==> src/rtl/fmr_pkg.sv <==
// Shared types for the fetch translation miss responder.
// Assumes: the response code values are decoded by the fetch unit.
package fmr_pkg;
    typedef enum logic [1:0] {
        RK_PAGE  = 2'b00,
        RK_ABORT = 2'b01,
        RK_RETRY = 2'b10,
        RK_WALK  = 2'b11
    } resp_kind_e;

    typedef enum logic [1:0] {
        WS_IDLE = 2'b00,
        WS_REQ  = 2'b01,
        WS_WAIT = 2'b10
    } walk_state_e;
endpackage

==> src/rtl/fmr_classify.sv <==
// Picks the answer for a first-level miss from the second-level result.
// Assumes: all inputs belong to the same request cycle; purely combinational.
module fmr_classify
    import fmr_pkg::*;
(
    input  logic       l2_hit,
    input  logic       spec,
    input  logic       idle,
    input  logic       abort_en,
    output resp_kind_e kind
);
    logic eff_spec;

    // A speculative flag only counts when aborts are enabled.
    always_comb eff_spec = spec & abort_en;

    // Priority: hit, then speculative abort, then idle walk, else retry.
    always_comb begin
        if (l2_hit)        kind = RK_PAGE;
        else if (eff_spec) kind = RK_ABORT;
        else if (idle)     kind = RK_WALK;
        else               kind = RK_RETRY;
    end
endmodule

==> src/rtl/fmr_walk_fsm.sv <==
// Tracks one outstanding page walk: request, grant, completion.
// Assumes: walk_done only follows a grant; one walk at a time.
module fmr_walk_fsm
    import fmr_pkg::*;
(
    input  logic clk,
    input  logic rst_n,
    input  logic start,
    input  logic walk_gnt,
    input  logic walk_done,
    output logic walk_req,
    output logic ready,
    output logic finish
);
    walk_state_e state, state_nx;

    // Next-state decision for the walk handshake.
    always_comb begin
        state_nx = state;
        case (state)
            WS_IDLE: if (start)     state_nx = WS_REQ;
            WS_REQ:  if (walk_gnt)  state_nx = WS_WAIT;
            WS_WAIT: if (walk_done) state_nx = WS_IDLE;
            default:                state_nx = WS_IDLE;
        endcase
    end

    // State register with synchronous reset.
    always_ff @(posedge clk) begin
        if (!rst_n) state <= WS_IDLE;
        else        state <= state_nx;
    end

    // Outputs decoded from the current state.
    always_comb begin
        walk_req = (state == WS_REQ);
        ready    = (state == WS_IDLE);
        finish   = (state == WS_WAIT) && walk_done;
    end

    p_req_hold_r8: assert property (@(posedge clk) disable iff (!rst_n)
        walk_req && !walk_gnt |=> walk_req);
    p_req_drop_r8: assert property (@(posedge clk) disable iff (!rst_n)
        walk_req && walk_gnt |=> !walk_req);
    p_ready_excl_r10: assert property (@(posedge clk) disable iff (!rst_n)
        !(ready && walk_req));
endmodule

==> src/rtl/fmr_resp_reg.sv <==
// Registers the single response pulse and its page payload.
// Assumes: load_req and load_walk never occur together.
module fmr_resp_reg
    import fmr_pkg::*;
#(
    parameter int PAGE_W = 20
) (
    input  logic              clk,
    input  logic              rst_n,
    input  logic              load_req,
    input  resp_kind_e        req_kind,
    input  logic [PAGE_W-1:0] req_page,
    input  logic              load_walk,
    input  logic [PAGE_W-1:0] walk_page,
    output logic              resp_valid,
    output resp_kind_e        resp_kind,
    output logic [PAGE_W-1:0] resp_page
);
    // Capture a decided answer or a finished walk for one cycle.
    always_ff @(posedge clk) begin
        if (!rst_n) begin
            resp_valid <= 1'b0;
            resp_kind  <= RK_PAGE;
            resp_page  <= '0;
        end else begin
            resp_valid <= load_req | load_walk;
            if (load_walk) begin
                resp_kind <= RK_PAGE;
                resp_page <= walk_page;
            end else if (load_req) begin
                resp_kind <= req_kind;
                resp_page <= (req_kind == RK_PAGE) ? req_page : '0;
            end
        end
    end

    p_one_source_r7: assert property (@(posedge clk) disable iff (!rst_n)
        !(load_req && load_walk));
endmodule

==> src/rtl/fetch_miss_resp.sv <==
// Top: answers fetch translation requests that missed the first-level TLB.
// Assumes: the lookup result, speculative and idle flags arrive with req_valid.
module fetch_miss_resp
    import fmr_pkg::*;
#(
    parameter int PAGE_W = 20
) (
    input  logic              clk,
    input  logic              rst_n,
    input  logic              spec_abort_en,
    input  logic              req_valid,
    input  logic              req_spec,
    input  logic              pipe_idle,
    input  logic              l2_hit,
    input  logic [PAGE_W-1:0] l2_page,
    output logic              ready,
    output logic              resp_valid,
    output logic [1:0]        resp_kind,
    output logic [PAGE_W-1:0] resp_page,
    output logic              walk_req,
    input  logic              walk_gnt,
    input  logic              walk_done,
    input  logic [PAGE_W-1:0] walk_page
);
    resp_kind_e kind_dec;
    resp_kind_e kind_q;
    logic       accept;
    logic       walk_start;
    logic       walk_fin;

    fmr_classify u_classify (
        .l2_hit   (l2_hit),
        .spec     (req_spec),
        .idle     (pipe_idle),
        .abort_en (spec_abort_en),
        .kind     (kind_dec)
    );

    // A request is taken only while no walk is outstanding.
    always_comb begin
        accept     = req_valid & ready;
        walk_start = accept & (kind_dec == RK_WALK);
    end

    fmr_walk_fsm u_walk (
        .clk       (clk),
        .rst_n     (rst_n),
        .start     (walk_start),
        .walk_gnt  (walk_gnt),
        .walk_done (walk_done),
        .walk_req  (walk_req),
        .ready     (ready),
        .finish    (walk_fin)
    );

    fmr_resp_reg #(.PAGE_W(PAGE_W)) u_resp (
        .clk        (clk),
        .rst_n      (rst_n),
        .load_req   (accept),
        .req_kind   (kind_dec),
        .req_page   (l2_page),
        .load_walk  (walk_fin),
        .walk_page  (walk_page),
        .resp_valid (resp_valid),
        .resp_kind  (kind_q),
        .resp_page  (resp_page)
    );

    // Expose the response code as plain bits.
    always_comb resp_kind = kind_q;

    p_hit_page_r1: assert property (@(posedge clk) disable iff (!rst_n)
        req_valid && ready && l2_hit |=>
            resp_valid && resp_kind == 2'b00 && resp_page == $past(l2_page));
    p_abort_needs_en_r5: assert property (@(posedge clk) disable iff (!rst_n)
        resp_valid && resp_kind == 2'b01 |-> $past(spec_abort_en && req_spec));
    p_walk_raises_req_r4: assert property (@(posedge clk) disable iff (!rst_n)
        resp_valid && resp_kind == 2'b11 |-> walk_req && !ready);
    p_resp_has_cause_r7: assert property (@(posedge clk) disable iff (!rst_n)
        resp_valid |-> $past(req_valid && ready) || $past(walk_done));
    p_busy_no_resp_r7: assert property (@(posedge clk) disable iff (!rst_n)
        !ready && !walk_done |=> !resp_valid);
endmodule

==> config.mk <==
export PLATFORM = sky130hd
export DESIGN_NAME = fetch_miss_resp
export DESIGN_NICKNAME = d
export VERILOG_FILES = /design/src/rtl/fmr_pkg.sv /design/src/rtl/fmr_classify.sv /design/src/rtl/fmr_walk_fsm.sv /design/src/rtl/fmr_resp_reg.sv /design/src/rtl/fetch_miss_resp.sv
export SDC_FILE = /design/constraint.sdc
export NUM_CORES = 1
export LEC_CHECK = 0
export BUFFER_PORTS_ARGS = -buffer_cell sky130_fd_sc_hd__buf_2
export CORE_MARGIN = 4
export CORE_UTILIZATION = 40
export CTS_BUF_LIST = sky130_fd_sc_hd__clkbuf_16
export CTS_CLUSTER_SIZE = 12
export DETAILED_ROUTE_END_ITERATION = 16
export PLACE_DENSITY = 0.84
export SKIP_LAST_GASP = 1
export SYNTH_ARGS = -nofsm -noshare
export SYNTH_HDL_FRONTEND = slang
export SYNTH_HIERARCHICAL = 1
export SYNTH_SLANG_ARGS = --single-unit
==> constraint.sdc <==
create_clock -name clk -period 4.2 [get_ports clk]
set_input_delay 0.21 -clock clk [delete_from_list [all_inputs] [get_ports clk]]
set_output_delay 0.21 -clock clk [all_outputs]
set_load 0.02 [all_outputs]
---- Word level (Yosys, flattened, before mapping) ----
Cells that the tools add are included.
Widths: inputs -> output; s select.
storage, ports and cells
  bits of input ports ..................... 49
  output and inout port bits .............. 25
  logic and storage cells ................. 31
  register bits ........................... 25
operators by class
  reduce and logical (&&, ||, !) cells .... 6
  bitwise gates (word level) .............. 5
  eq/ne operators ......................... 6
  mux-type cells .......................... 10
operator list
  kind                count
  $mux 20             3
  $mux 2              5
  $pmux 2 s3          1
  $eq 2x2->1 const B  2
  $logic_not 2->1     2
  $ne 2x1->1 const B  2
  $and 1x1->1         3
  $reduce_and 3->1    1
  $eq 2x1->1 const B  1
  $ne 2x2->1 const B  1
  $reduce_bool 2->1   1
  $reduce_or 2->1     1
  $logic_and 1x1->1   1
  $mux 1              1
  $not 1->1           1
  $or 1x1->1          1

---- Longest topological paths before layout ----
Gate-level depths: netlist of the first run.
  depth in word-level cells ............... 7
  gate-level depth with buffers ........... 6
  gate-level depth less buffers ........... 5

---- By module ----
Netlist of the first run, hierarchy kept.
by module, submodules not included
  module           sequential area each (um^2)  area an instance (um^2)  times used  cells each
  fmr_resp_reg     460.4                        943.4                    1           79
  fmr_walk_fsm     40.0                         106.4                    1           12
  fetch_miss_resp  0.0                          16.3                     1           2
  fmr_classify     0.0                          13.8                     1           3

---- Worst setup path after synthesis of the first run ----
Ideal clock, no wire load.
  kind .................................... register to register
  start ................................... register u_walk.state[0]
  end ..................................... register u_resp.resp_page[0]
  library setup time ...................... 0.122 ns
  buffers on the path ..................... 1
  arrival time ............................ 1.461 ns
  stages on the path, launching flop included .. 6
  clock period less this slack ............ 1.583 ns
  required time ........................... 4.078 ns
  slack ................................... 2.617 ns
  cell sequence ........................... dfxtp_1 > nor2_1 > and2_2 > nor2_2 > buf_6 > a221o_1
on the way
  word-level cells in the longest chain between the ends .. 3
  elaborated cells on any way between the ends .. 6
  those cells by class .................... 1 x eq/ne; 1 x mux; 1 x bitwise; 3 x reduce/logical
ends and longest elaborated chain
  item                                line                   RTL
  from (decl)                         fmr_walk_fsm.sv:15     walk_state_e state, state_nx;
  from (signal assigned)              fmr_walk_fsm.sv:31     else state <= state_nx;
  $logic_not 2->1                     fmr_walk_fsm.sv:37     ready = (state == WS_IDLE);
  via ready                           fetch_miss_resp.sv:16  output logic ready,
  $and 1x1->1                         fetch_miss_resp.sv:41  accept = req_valid & ready;
  via accept                          fetch_miss_resp.sv:27  logic accept;
  $reduce_bool 2->1 (no source line)  n/a
  to (signal assigned)                fmr_resp_reg.sv:29     resp_page <= walk_page;
  to (signal assigned)                fmr_resp_reg.sv:32     resp_page <= (req_kind == RK_PAGE) ? req_page : '0;
  to (decl)                           fmr_resp_reg.sv:17     output logic [PAGE_W-1:0] resp_page
The timed path passes the listed nets, and every way through them passes these cells.
A chain may end at the register's enable or synchronous reset.

---- Worst setup path in the final report of the first run ----
  start ................................... register u_walk.state[1]
  end ..................................... register u_resp.resp_page[14]
on the way
  word-level cells in the longest chain between the ends .. 3
  elaborated cells on any way between the ends .. 6
  those cells by class .................... 1 x eq/ne; 1 x mux; 1 x bitwise; 3 x reduce/logical
ends and longest elaborated chain
  item                                                 line                   RTL
  $eq 2x2->1 (*)                                       fmr_walk_fsm.sv:38     finish = (state == WS_WAIT) && walk_done;
  $logic_and 1x1->1 (*)                                fmr_walk_fsm.sv:38
  via walk_fin                                         fetch_miss_resp.sv:29  logic walk_fin;
  $mux 20 / $reduce_bool 2->1 (equally long branches)  n/a
The timed path passes the listed nets; every way through them passes the cells marked *.

==> results.md, run 1 <==
- HP Class: input port to flop
- Clock sinks: 25
- Crit path time final: between 2000 and 2500 ps
- PnR worst setup slack: 2070 ps
- TritonCTS clock tree: yes
- Synthesized flop and latch total: 25
- Post-route DRC: 0
- DP Wirelength: 2160 µm
- Crit end category: flop
- Final Net Count: roughly 220
- CP max FO: 22
- Routed wire length: ~2700 µm
- CP max stage delay: approximately 700 ps
- P&R area growth vs syn: 37.5%
- Normalized max-slew margin: 0.342
- Worst-case clock skew: approximately 0.74 ps
- Sequential power share: 0.474
- H-tree lvl count: 1
- Combinational share of power: 0.139
- Placer Congestion: about 0.66
- DP Worst Slack: between 2000 and 2500 ps
- Most common cell after layout, fill and taps aside: buf_2
- IO Port Bufs: 73
- Site Rows: 18
- Final TNS setup: 0 ps
- # hold bufs at CTS: 0
- Vias: 1031
- Worst-path clk slew: 60 ps
- GRT Overall Usage: 0.152
- Largest net degree at the start of global routing: 26
- Initial antenna violation count: 0
- TritonCTS Buffers: 3
- Layout cells sized above 1: 0.503
- Post_cts resized: 0
- Crit-path cells: nand2_1 > nor2_1 > nand2b_4 > nor2_2 > a221o_1
- Clock Tree Buf Depth: 2
- CTS root buf: clkbuf_16
- Clk Latency, worst-skew pair: about 250 ps
- Worst Max-Slew Pin Slew: slightly below 1000 ps
- Final setup viols: 0
- Worst EP required: 4340 ps
- Placed Area: roughly 0.0014 mm²
- Cells after Synth: between 90 and 100
- Synth top area cells: dfxtp_1, a221o_1, and3_1, buf_6, dlymetal6s2s_1
- Vias in the first global route: between 1000 and 1500
- RSZ-0062 raised after global routing: no
- Overflow after GRT: 0
- Worst R2R Path Depth: 5
- Pint: 0.000411 W
- Die H: about 60 µm
- First-pass GRT wire length: 4270 µm
- Initial DRC Count: 24
- Syn_area_per_cell: ~11 µm²
- Power share of the clock group: 0.387
- Fin Hold WS: 177 ps
- P per Cell Area: 360 mW/mm²
- Synthesized area: 0.00108 mm²
- Yosys warns: 6
- Routed vias/inst: between 5 and 6
- Die Area: roughly 0.0036 mm²
- Final instance area: ~0.0015 mm²
- Most area-hungry cell type in the Yosys netlist: dfxtp_1
- Post-synth net total: 145
- DRT antenna net count: 0
- Worst VDD drop: between 0.2 and 0.3 mV
- Tcrit/Tclk final: 0.506
- Startpoint types: flop
- Crit path max-delay cell type: nor2_1
- Switching part of the total: 0.232
- Antenna diode count: 0
- Post-synth cell types: 22
- Num ports: 74
- Post-CTS Setup Bufs: 0
- Max Cap Viol: 0
- Status: finished, final reports clean
- Final std cells w/o fill: just under 200
- CORE AREA: about 0.0025 mm²
- Fmax: about 470 MHz
- Net load switching power: roughly 0.00012 W
- Final hold vios: 0
- Most frequent cells in the layout: buf_2, dfxtp_1, a221o_1, and3_1, nor2_1
- Inst Count DP: ~190
- Initial Util: 0.428
- Drt wl/cell: ~14 µm
- Hold path cells: 2
- Leak: about 0.82 nW
- Die X: ~60 µm
- Seq/Total Area, Yosys: 0.463
- Worst path arrival time: roughly 2300 ps
- Drt pass-1 iters: 4
- Share of the synthesized area in the top cell type: 0.463
- Crit Path Class: flop to flop
- Final-report max-slew violation count: 0
-- cell type report --
class                      instances  area [µm²]
fill                             232        1040
clock inverter                     1        5.00
clock buffer                       3        75.1
multi-input combinational         63         502
timing repair buffer              73         365
sequential                        25         500
tap                               30        37.5
-- synth_stat cells --
cell type	n
a31o_1	1
nand2_1	1
nand2b_4	1
a221o_1	20
clkbuf_1	2
nor2_1	5
and4_1	1
and3_1	19
or2b_1	1
and4bb_1	1
mux2i_1	2
buf_6	4
and2_2	1
o21a_1	1
nor2_2	1
nor4b_4	1
a21oi_1	3
nor2b_2	1
and3_2	1
dlymetal6s2s_1	2
nand2b_1	2
dfxtp_1	25
-- through the flow --
stage | util | power, W
after floorplan | - | 0.000301
after global placement | 0.557 | 0.000332
after detailed placement | 0.557 | 0.000334
after CTS | 0.589 | 0.000540
after global routing | 0.589 | 0.000559
final | 0.589 | 0.000534
-- path summary, 6_finish.rpt --
check / startpoint / end / slack [ps]
setup reg to reg: u_walk/state[1] / u_resp/resp_page[14] / 2070
hold / removal: l2_page[12] / u_resp/resp_page[12] / 180
hold reg to reg: u_resp/resp_page[19] / u_resp/resp_page[19] / 480
setup / recovery: u_walk/state[1] / u_resp/resp_page[14] / 2070
-- kinds of logic (layout without fill, tap and decap cells) --
kind of cell / after synthesis / count (layout) / synth area share
AOI/OAI and AO/OA: 25 / 25 / 0.214
buffers and inverters: 8 / 77 / 0.0718
DFF: 25 / 25 / 0.463
muxes: 2 / 2 / 0.0185
and+or+nand+nor: 36 / 36 / 0.232
-- worst max-delay path, delay by kind of cell (launching register included) --
family             cells  cell delay (ps)
AOI/OAI and AO/OA      1              390
and+or+nand+nor        4             1240
DFF                    1              390
-- flip-flops by register name (all words and copies together), names as in the netlist --
signal             cells
u_walk/state           2
u_resp/resp_page      20
u_resp/resp_valid      1
u_resp/resp_kind       2
-- layer usage --
| layer | vias to the layer above | track usage | routed length (µm) |
|---|---|---|---|
| met5 | - | 0 | 0 |
| met4 | 0 | 0.0190 | 13 |
| met3 | 2 | 0.0497 | 190 |
| met2 | 28 | 0.281 | 1460 |
| met1 | 486 | 0.173 | 1010 |
| li1 | 515 | - | - |
-- power by group through the flow --
stage / clock network [W] / logic (W) / registers (W)
3_3_place_gp: 0 / 0.0000737 / 0.000258
6_report: 0.000207 / 0.0000745 / 0.000253
2_1_floorplan: 0 / 0.0000298 / 0.000271
4_1_cts: 0.000211 / 0.0000753 / 0.000253
3_5_place_dp: 0 / 0.0000752 / 0.000258
5_1_grt: 0.000223 / 0.0000815 / 0.000255
Note: power is estimated with default switching activity, not from simulation.
==> inputs of run 2 (changes only) <==
--- a/config.mk
+++ b/config.mk
@@ -7,11 +7,11 @@
 export LEC_CHECK = 0
 export BUFFER_PORTS_ARGS = -buffer_cell sky130_fd_sc_hd__buf_2
 export CORE_MARGIN = 4
-export CORE_UTILIZATION = 40
+export CORE_UTILIZATION = 36
 export CTS_BUF_LIST = sky130_fd_sc_hd__clkbuf_16
 export CTS_CLUSTER_SIZE = 12
 export DETAILED_ROUTE_END_ITERATION = 16
-export PLACE_DENSITY = 0.84
+export PLACE_DENSITY = 0.8
 export SKIP_LAST_GASP = 1
 export SYNTH_ARGS = -nofsm -noshare
 export SYNTH_HDL_FRONTEND = slang
==> constraint.sdc (replaced) <==
create_clock -name clk -period 1.8 [get_ports clk]
set_input_delay 0.09 -clock clk [delete_from_list [all_inputs] [get_ports clk]]
set_output_delay 0.09 -clock clk [all_outputs]
set_load 0.02 [all_outputs]
==> results.md, run 2 (synthesis results as in run 1) <==
- Critical Path Source: u_walk/state[1]
- Drt wl/cell: 14.5 µm (+5.2%)
- Filler cell count: 257 (+11%)
- Die Area: 0.00394 mm² (+9.6%)
- IO Port Bufs: 73 (unchanged)
- Biggest register: u_resp/resp_page
- Initial antenna violation count: 0 (unchanged)
- Post-CTS Setup Bufs: 0 (unchanged)
- DP Wirelength: 2300 µm (+6.4%)
- Die H: 62.8 µm (+4.7%)
- Overflow after GRT: 0 (unchanged)
- TritonCTS clock tree: yes
- Leak: 0.844 nW (+2.7%)
- Worst-path clk slew: 60 ps (about the same)
- Routed vias/inst: 5.36 (+1.4%)
- Crit Path Class: flop to flop
- TritonCTS Buffers: 3 (unchanged)
- Clock Tree Buf Depth: 2 (unchanged)
- Post_cts resized: 0 (unchanged)
- Worst EP required: 1930 ps (-2410 ps)
- Max Cap Viol: 0 (unchanged)
- Most frequent cells in the layout: buf_2, dfxtp_1, a221o_1, and3_1, nor2_1
- Num ports: 74 (unchanged)
- Layout cells sized above 1: 0.509 (+0.00585)
- Final setup viols: 0 (unchanged)
- # hold bufs at CTS: 0 (unchanged)
- Normalized max-slew margin: 0.780 (+0.438)
- Startpoint types: flop
- Worst VDD drop: 0.476 mV (+60%)
- Worst-case clock skew: 1.87 ps (+1.12 ps)
- Vias: 1072 (+4.0%)
- Most common cell after layout, fill and taps aside: buf_2
- Tcrit/Tclk final: 0.831 (+0.325)
- Final core utilization: 0.540 (-0.0486)
- Largest registers: u_resp/resp_page: 20 flops, u_resp/resp_kind: 2 flops, u_walk/state: 2 flops
- Routed wire length: 2890 µm (+7.9%)
- Initial DRC Count: 29 (+21%)
- DRT antenna net count: 0 (unchanged)
- Clock sinks: 25 (unchanged)
- Clk Latency, worst-skew pair: 250 ps (about the same)
- GRT Overall Usage: 0.148 (-0.00477)
- Die X: 62.8 µm (+4.7%)
- Final-report max-slew violation count: 0 (unchanged)
- Drt pass-1 iters: 4 (unchanged)
- CTS root buf: clkbuf_16
- Initial Util: 0.385 (-0.0432)
- Site Rows: 19 (+1)
- HP Class: input port to flop
- RSZ-0062 raised after global routing: no
- Vias in the first global route: 1148 (+13%)
- Antenna diode count: 0 (unchanged)
- P&R area growth vs syn: 40.3%
- Max FFs per register: 20 (unchanged)
- Final Net Count: 219 (+1.9%)
- Final TNS setup: 0 ps (unchanged)
- RR Startpoint: u_walk/state[1]
- Crit end category: flop
- Fmax: 669 MHz (+42%)
- CP max FO: 20 (-9.1%)
- Largest net degree at the start of global routing: 25 (-3.8%)
- Crit path time final: 1500 ps (-631 ps)
- First-pass GRT wire length: 4840 µm (+13%)
- Status: finished, final reports clean
- Final hold vios: 0 (unchanged)
- CORE AREA: 0.00281 mm² (+11%)
- Placer Congestion: 0.670 (+1.5%)
- Worst path arrival time: 1630 ps (-640 ps)
- Post-route DRC: 0 (unchanged)
- Hold Startpoint: l2_page[9]
- Worst Max-Slew Pin Slew: 330 ps (-652 ps)
- H-tree lvl count: 1 (unchanged)
- P per Cell Area: 814 mW/mm² (+130%)
-- run 2: cell types whose count changed in the layout (fill, tap and decap cells not counted) --
| cell | before | now |
|---|---|---|
| inv_1 | 0 | 1 |
| buf_4 | 0 | 4 |
| clkinv_2 | 1 | 0 |
-- run 2: area by class of cell --
| type | count | area [µm²] | share of cell area |
|---|---|---|---|
| clock inverters | 1 | 3.75 | 0.00248 |
| flip-flops and latches | 25 | 500 | 0.330 |
| clock buffers | 3 | 75.1 | 0.0495 |
| repair buffers | 77 | 395 | 0.261 |
| well taps | 31 | 38.8 | 0.0256 |
| multi-input cells | 63 | 502 | 0.331 |
-- run 2: worst paths after layout --
kind | end | slack, ps | cells past startpoint
setup / recovery | u_resp/resp_page[7] | 300 | 6
hold / removal | u_resp/resp_page[9] | 60 | 2
setup reg to reg | u_resp/resp_page[7] | 300 | 6
hold reg to reg | u_resp/resp_page[1] | 480 | 1
-- run 2: layer usage --
layer  global-route usage  vias to the layer above  routed length (µm)
li1                     -                      524                   -
met1                0.141                      504                1120
met2                0.290                       40                1580
met3               0.0432                        4                 156
met4               0.0579                        0                  38
met5                    0                        -                   0
-- run 2: through the flow --
stage / hold slack (ps) / power [W] / std cells / setup WS (ps) / cell area [µm²]
finish: 62.4 / 0.00123 / 200 / 304 / 1520
global route: 65.7 / 0.00128 / 200 / 171 / 1520
CTS: 58.1 / 0.00125 / 200 / 306 / 1520
detailed placement: 316 / 0.000784 / 196 / 318 / 1440
floorplan: 219 / 0.000702 / 96 / 217 / 1080
global placement: 315 / 0.000779 / 196 / 370 / 1440
-- run 2: report_power, final --
part | internal (W) | switching, W | total [W]
logic | 0.0000855 | 0.0000942 | 0.000180
registers | 0.000579 | 0.0000131 | 0.000592
clock network | 0.000296 | 0.000166 | 0.000462
total | 0.000960 | 0.000274 | 0.00123
-- run 2: critical path, stage by stage (launching register included) --
cell      delay, ps
dfxtp_1         390
nand2_1          70
nor2_1          130
nand2b_4        180
nor2_2           40
buf_4           200
a221o_1         370
==> inputs of run 3 (changes only) <==
--- a/config.mk
+++ b/config.mk
@@ -7,11 +7,11 @@
 export LEC_CHECK = 0
 export BUFFER_PORTS_ARGS = -buffer_cell sky130_fd_sc_hd__buf_2
 export CORE_MARGIN = 4
-export CORE_UTILIZATION = 36
+export CORE_UTILIZATION = 40
 export CTS_BUF_LIST = sky130_fd_sc_hd__clkbuf_16
 export CTS_CLUSTER_SIZE = 12
 export DETAILED_ROUTE_END_ITERATION = 16
-export PLACE_DENSITY = 0.8
+export PLACE_DENSITY = 0.84
 export SKIP_LAST_GASP = 1
 export SYNTH_ARGS = -nofsm -noshare
 export SYNTH_HDL_FRONTEND = slang
==> constraint.sdc (replaced) <==
create_clock -name clk -period 1.5 [get_ports clk]
set_input_delay 0.075 -clock clk [delete_from_list [all_inputs] [get_ports clk]]
set_output_delay 0.075 -clock clk [all_outputs]
set_load 0.02 [all_outputs]
==> results.md, run 3 (synthesis results as in run 1) <==
- Status: finished, final reports clean
- Vias: 1059 (-1.2%)
- Largest net degree at the start of global routing: 22 (-12%)
- Final setup viols: 0 (unchanged)
- Crit-path cells: nor2_2 > and2_2 > nor2_2 > buf_4 > a221o_1
- Largest delay share family, worst path: simple AND/OR/NAND/NOR gates
- Routed vias/inst: 5.27 (-1.7%)
- Final-report max-slew violation count: 0 (unchanged)
- CP max FO: 10 (-50%)
- Post-route DRC: 0 (unchanged)
- Biggest register: u_resp/resp_page
- Num ports: 74 (unchanged)
- Final core utilization: 0.611 (+0.0705)
- Layout cells sized above 1: 0.544 (+0.0350)
- Worst EP required: 1640 ps (-290 ps)
- Leak: 0.851 nW (+0.78%)
- H-tree lvl count: 1 (unchanged)
- TritonCTS clock tree: yes
- RSZ-0062 raised after global routing: no
- Final TNS setup: 0 ps (unchanged)
- Final std cells w/o fill: 201 (+0.50%)
- Initial DRC Count: 24 (-17%)
- Initial antenna violation count: 0 (unchanged)
- Drt wl/cell: 14.4 µm (-0.60%)
- Clock Tree Buf Depth: 2 (unchanged)
- Max Cap Viol: 0 (unchanged)
- Normalized max-slew margin: 0.760 (-0.0204)
- Die H: 60.0 µm (-4.5%)
- Die Area: 0.00359 mm² (-8.8%)
- Worst Max-Slew Pin Slew: 361 ps (+30.6 ps)
- P&R area growth vs syn: 42.6%
- Crit Path Class: flop to flop
- DP Wirelength: 2330 µm (+1.0%)
- First-pass GRT wire length: 4720 µm (-2.6%)
- IO Port Bufs: 73 (unchanged)
- Startpoint types: flop
- Power Total: 0.00151 W (+23%)
- # hold bufs at CTS: 0 (unchanged)
- Most used cell, CP: nor2_2
- Final hold vios: 0 (unchanged)
- Crit path time final: 1420 ps (-74.3 ps)
- Fmax: 704 MHz (+5.2%)
- Worst-case clock skew: 1.31 ps (-0.557 ps)
- RR Startpoint: u_walk/state[0]
- CP max stage delay: 360 ps (-30 ps)
- Placer Congestion: 0.647 (-3.4%)
- Hold Startpoint: l2_page[2]
- CORE AREA: 0.00252 mm² (-10%)
- Vias in the first global route: 1102 (-4.0%)
- Inst Count DP: 197 (+0.51%)
- Clk Latency, worst-skew pair: 250 ps (about the same)
- DRT antenna net count: 0 (unchanged)
- GRT Overall Usage: 0.172 (+0.0242)
- Tcrit/Tclk final: 0.948 (+0.117)
- Largest registers: u_resp/resp_page: 20 flops, u_resp/resp_kind: 2 flops, u_walk/state: 2 flops
- Site Rows: 18 (-1)
- TritonCTS Buffers: 3 (unchanged)
- Routed wire length: 2890 µm (-0.10%)
- Crit end category: flop
- Overflow after GRT: 0 (unchanged)
- Die X: 60.0 µm (-4.5%)
- Worst-path clk slew: 60 ps (about the same)
- Worst VDD drop: 0.786 mV (+65%)
- P per Cell Area: 983 mW/mm² (+21%)
- Critical Path Source: u_walk/state[0]
- Crit path max-delay cell type: a221o_1
- Worst path buffer plus inverter count: 1 (unchanged)
- HP Class: input port to flop
- Worst path arrival time: 1560 ps (-70 ps)
- Max FFs per register: 20 (unchanged)
- Antenna diode count: 0 (unchanged)
- Initial Util: 0.428 (+0.0432)
- Final Net Count: 221 (+0.91%)
- CTS root buf: clkbuf_16
- Most frequent cells in the layout: buf_2, dfxtp_1, a221o_1, and3_1, buf_4
- Most common cell after layout, fill and taps aside: buf_2
- Clock sinks: 25 (unchanged)
- Drt pass-1 iters: 4 (unchanged)
-- run 3: layout make-up --
class / count / area (µm²)
Clock buffer: 3 / 75.1
Clock inverter: 1 / 7.51
Fill cell: 231 / 982
Multi-Input combinational cell: 63 / 507
Sequential cell: 25 / 503
Tap cell: 30 / 37.5
Timing Repair Buffer: 79 / 410
-- run 3: per-layer routing --
metal  routed length (µm)  global-route usage  share of wire
met3                  172              0.0454          0.060
met4                   13              0.0348         0.0045
met1                 1110               0.190           0.38
met2                 1600               0.324           0.55
met5                    0                   0              0
-- run 3: what timing repair did --
| action | in CTS | in global routing |
|---|---|---|
| endpoints found under the setup margin | 0 | 20 |
| setup buffers | 0 | 0 |
| gates resized for setup | 0 | 3 |
-- run 3: worst register-to-register path: cells and delay by family, from the launching register on --
family / cells / cell delay (ps)
flip-flops: 1 / 350
AND/OR/NAND/NOR: 3 / 430
buffers and inverters: 1 / 160
AO/OA/AOI/OAI: 1 / 360
-- run 3: final timing paths --
kind / end / slack (ps) / depth (start not counted)
max: u_resp/resp_page[17] / 80 / 5
min: u_resp/resp_page[2] / 40 / 2
max reg2reg: u_resp/resp_page[17] / 80 / 5
min reg2reg: u_resp/resp_page[19] / 480 / 1
-- run 3: power breakdown --
group | switching [W] | internal [W] | total [W]
clock network | 0.000222 | 0.000361 | 0.000583
logic | 0.000115 | 0.000107 | 0.000222
registers | 0.0000158 | 0.000694 | 0.000710
-- run 3: stage by stage --
stage	cell area, µm²	hold WS [ps]	worst slack, ps
6_report	1540	38.8	78.7
5_1_grt	1540	39.9	4.33
4_1_cts	1540	36.0	15.8
3_5_place_dp	1450	301	29.8
3_3_place_gp	1450	300	106
2_1_floorplan	1080	205	37.3
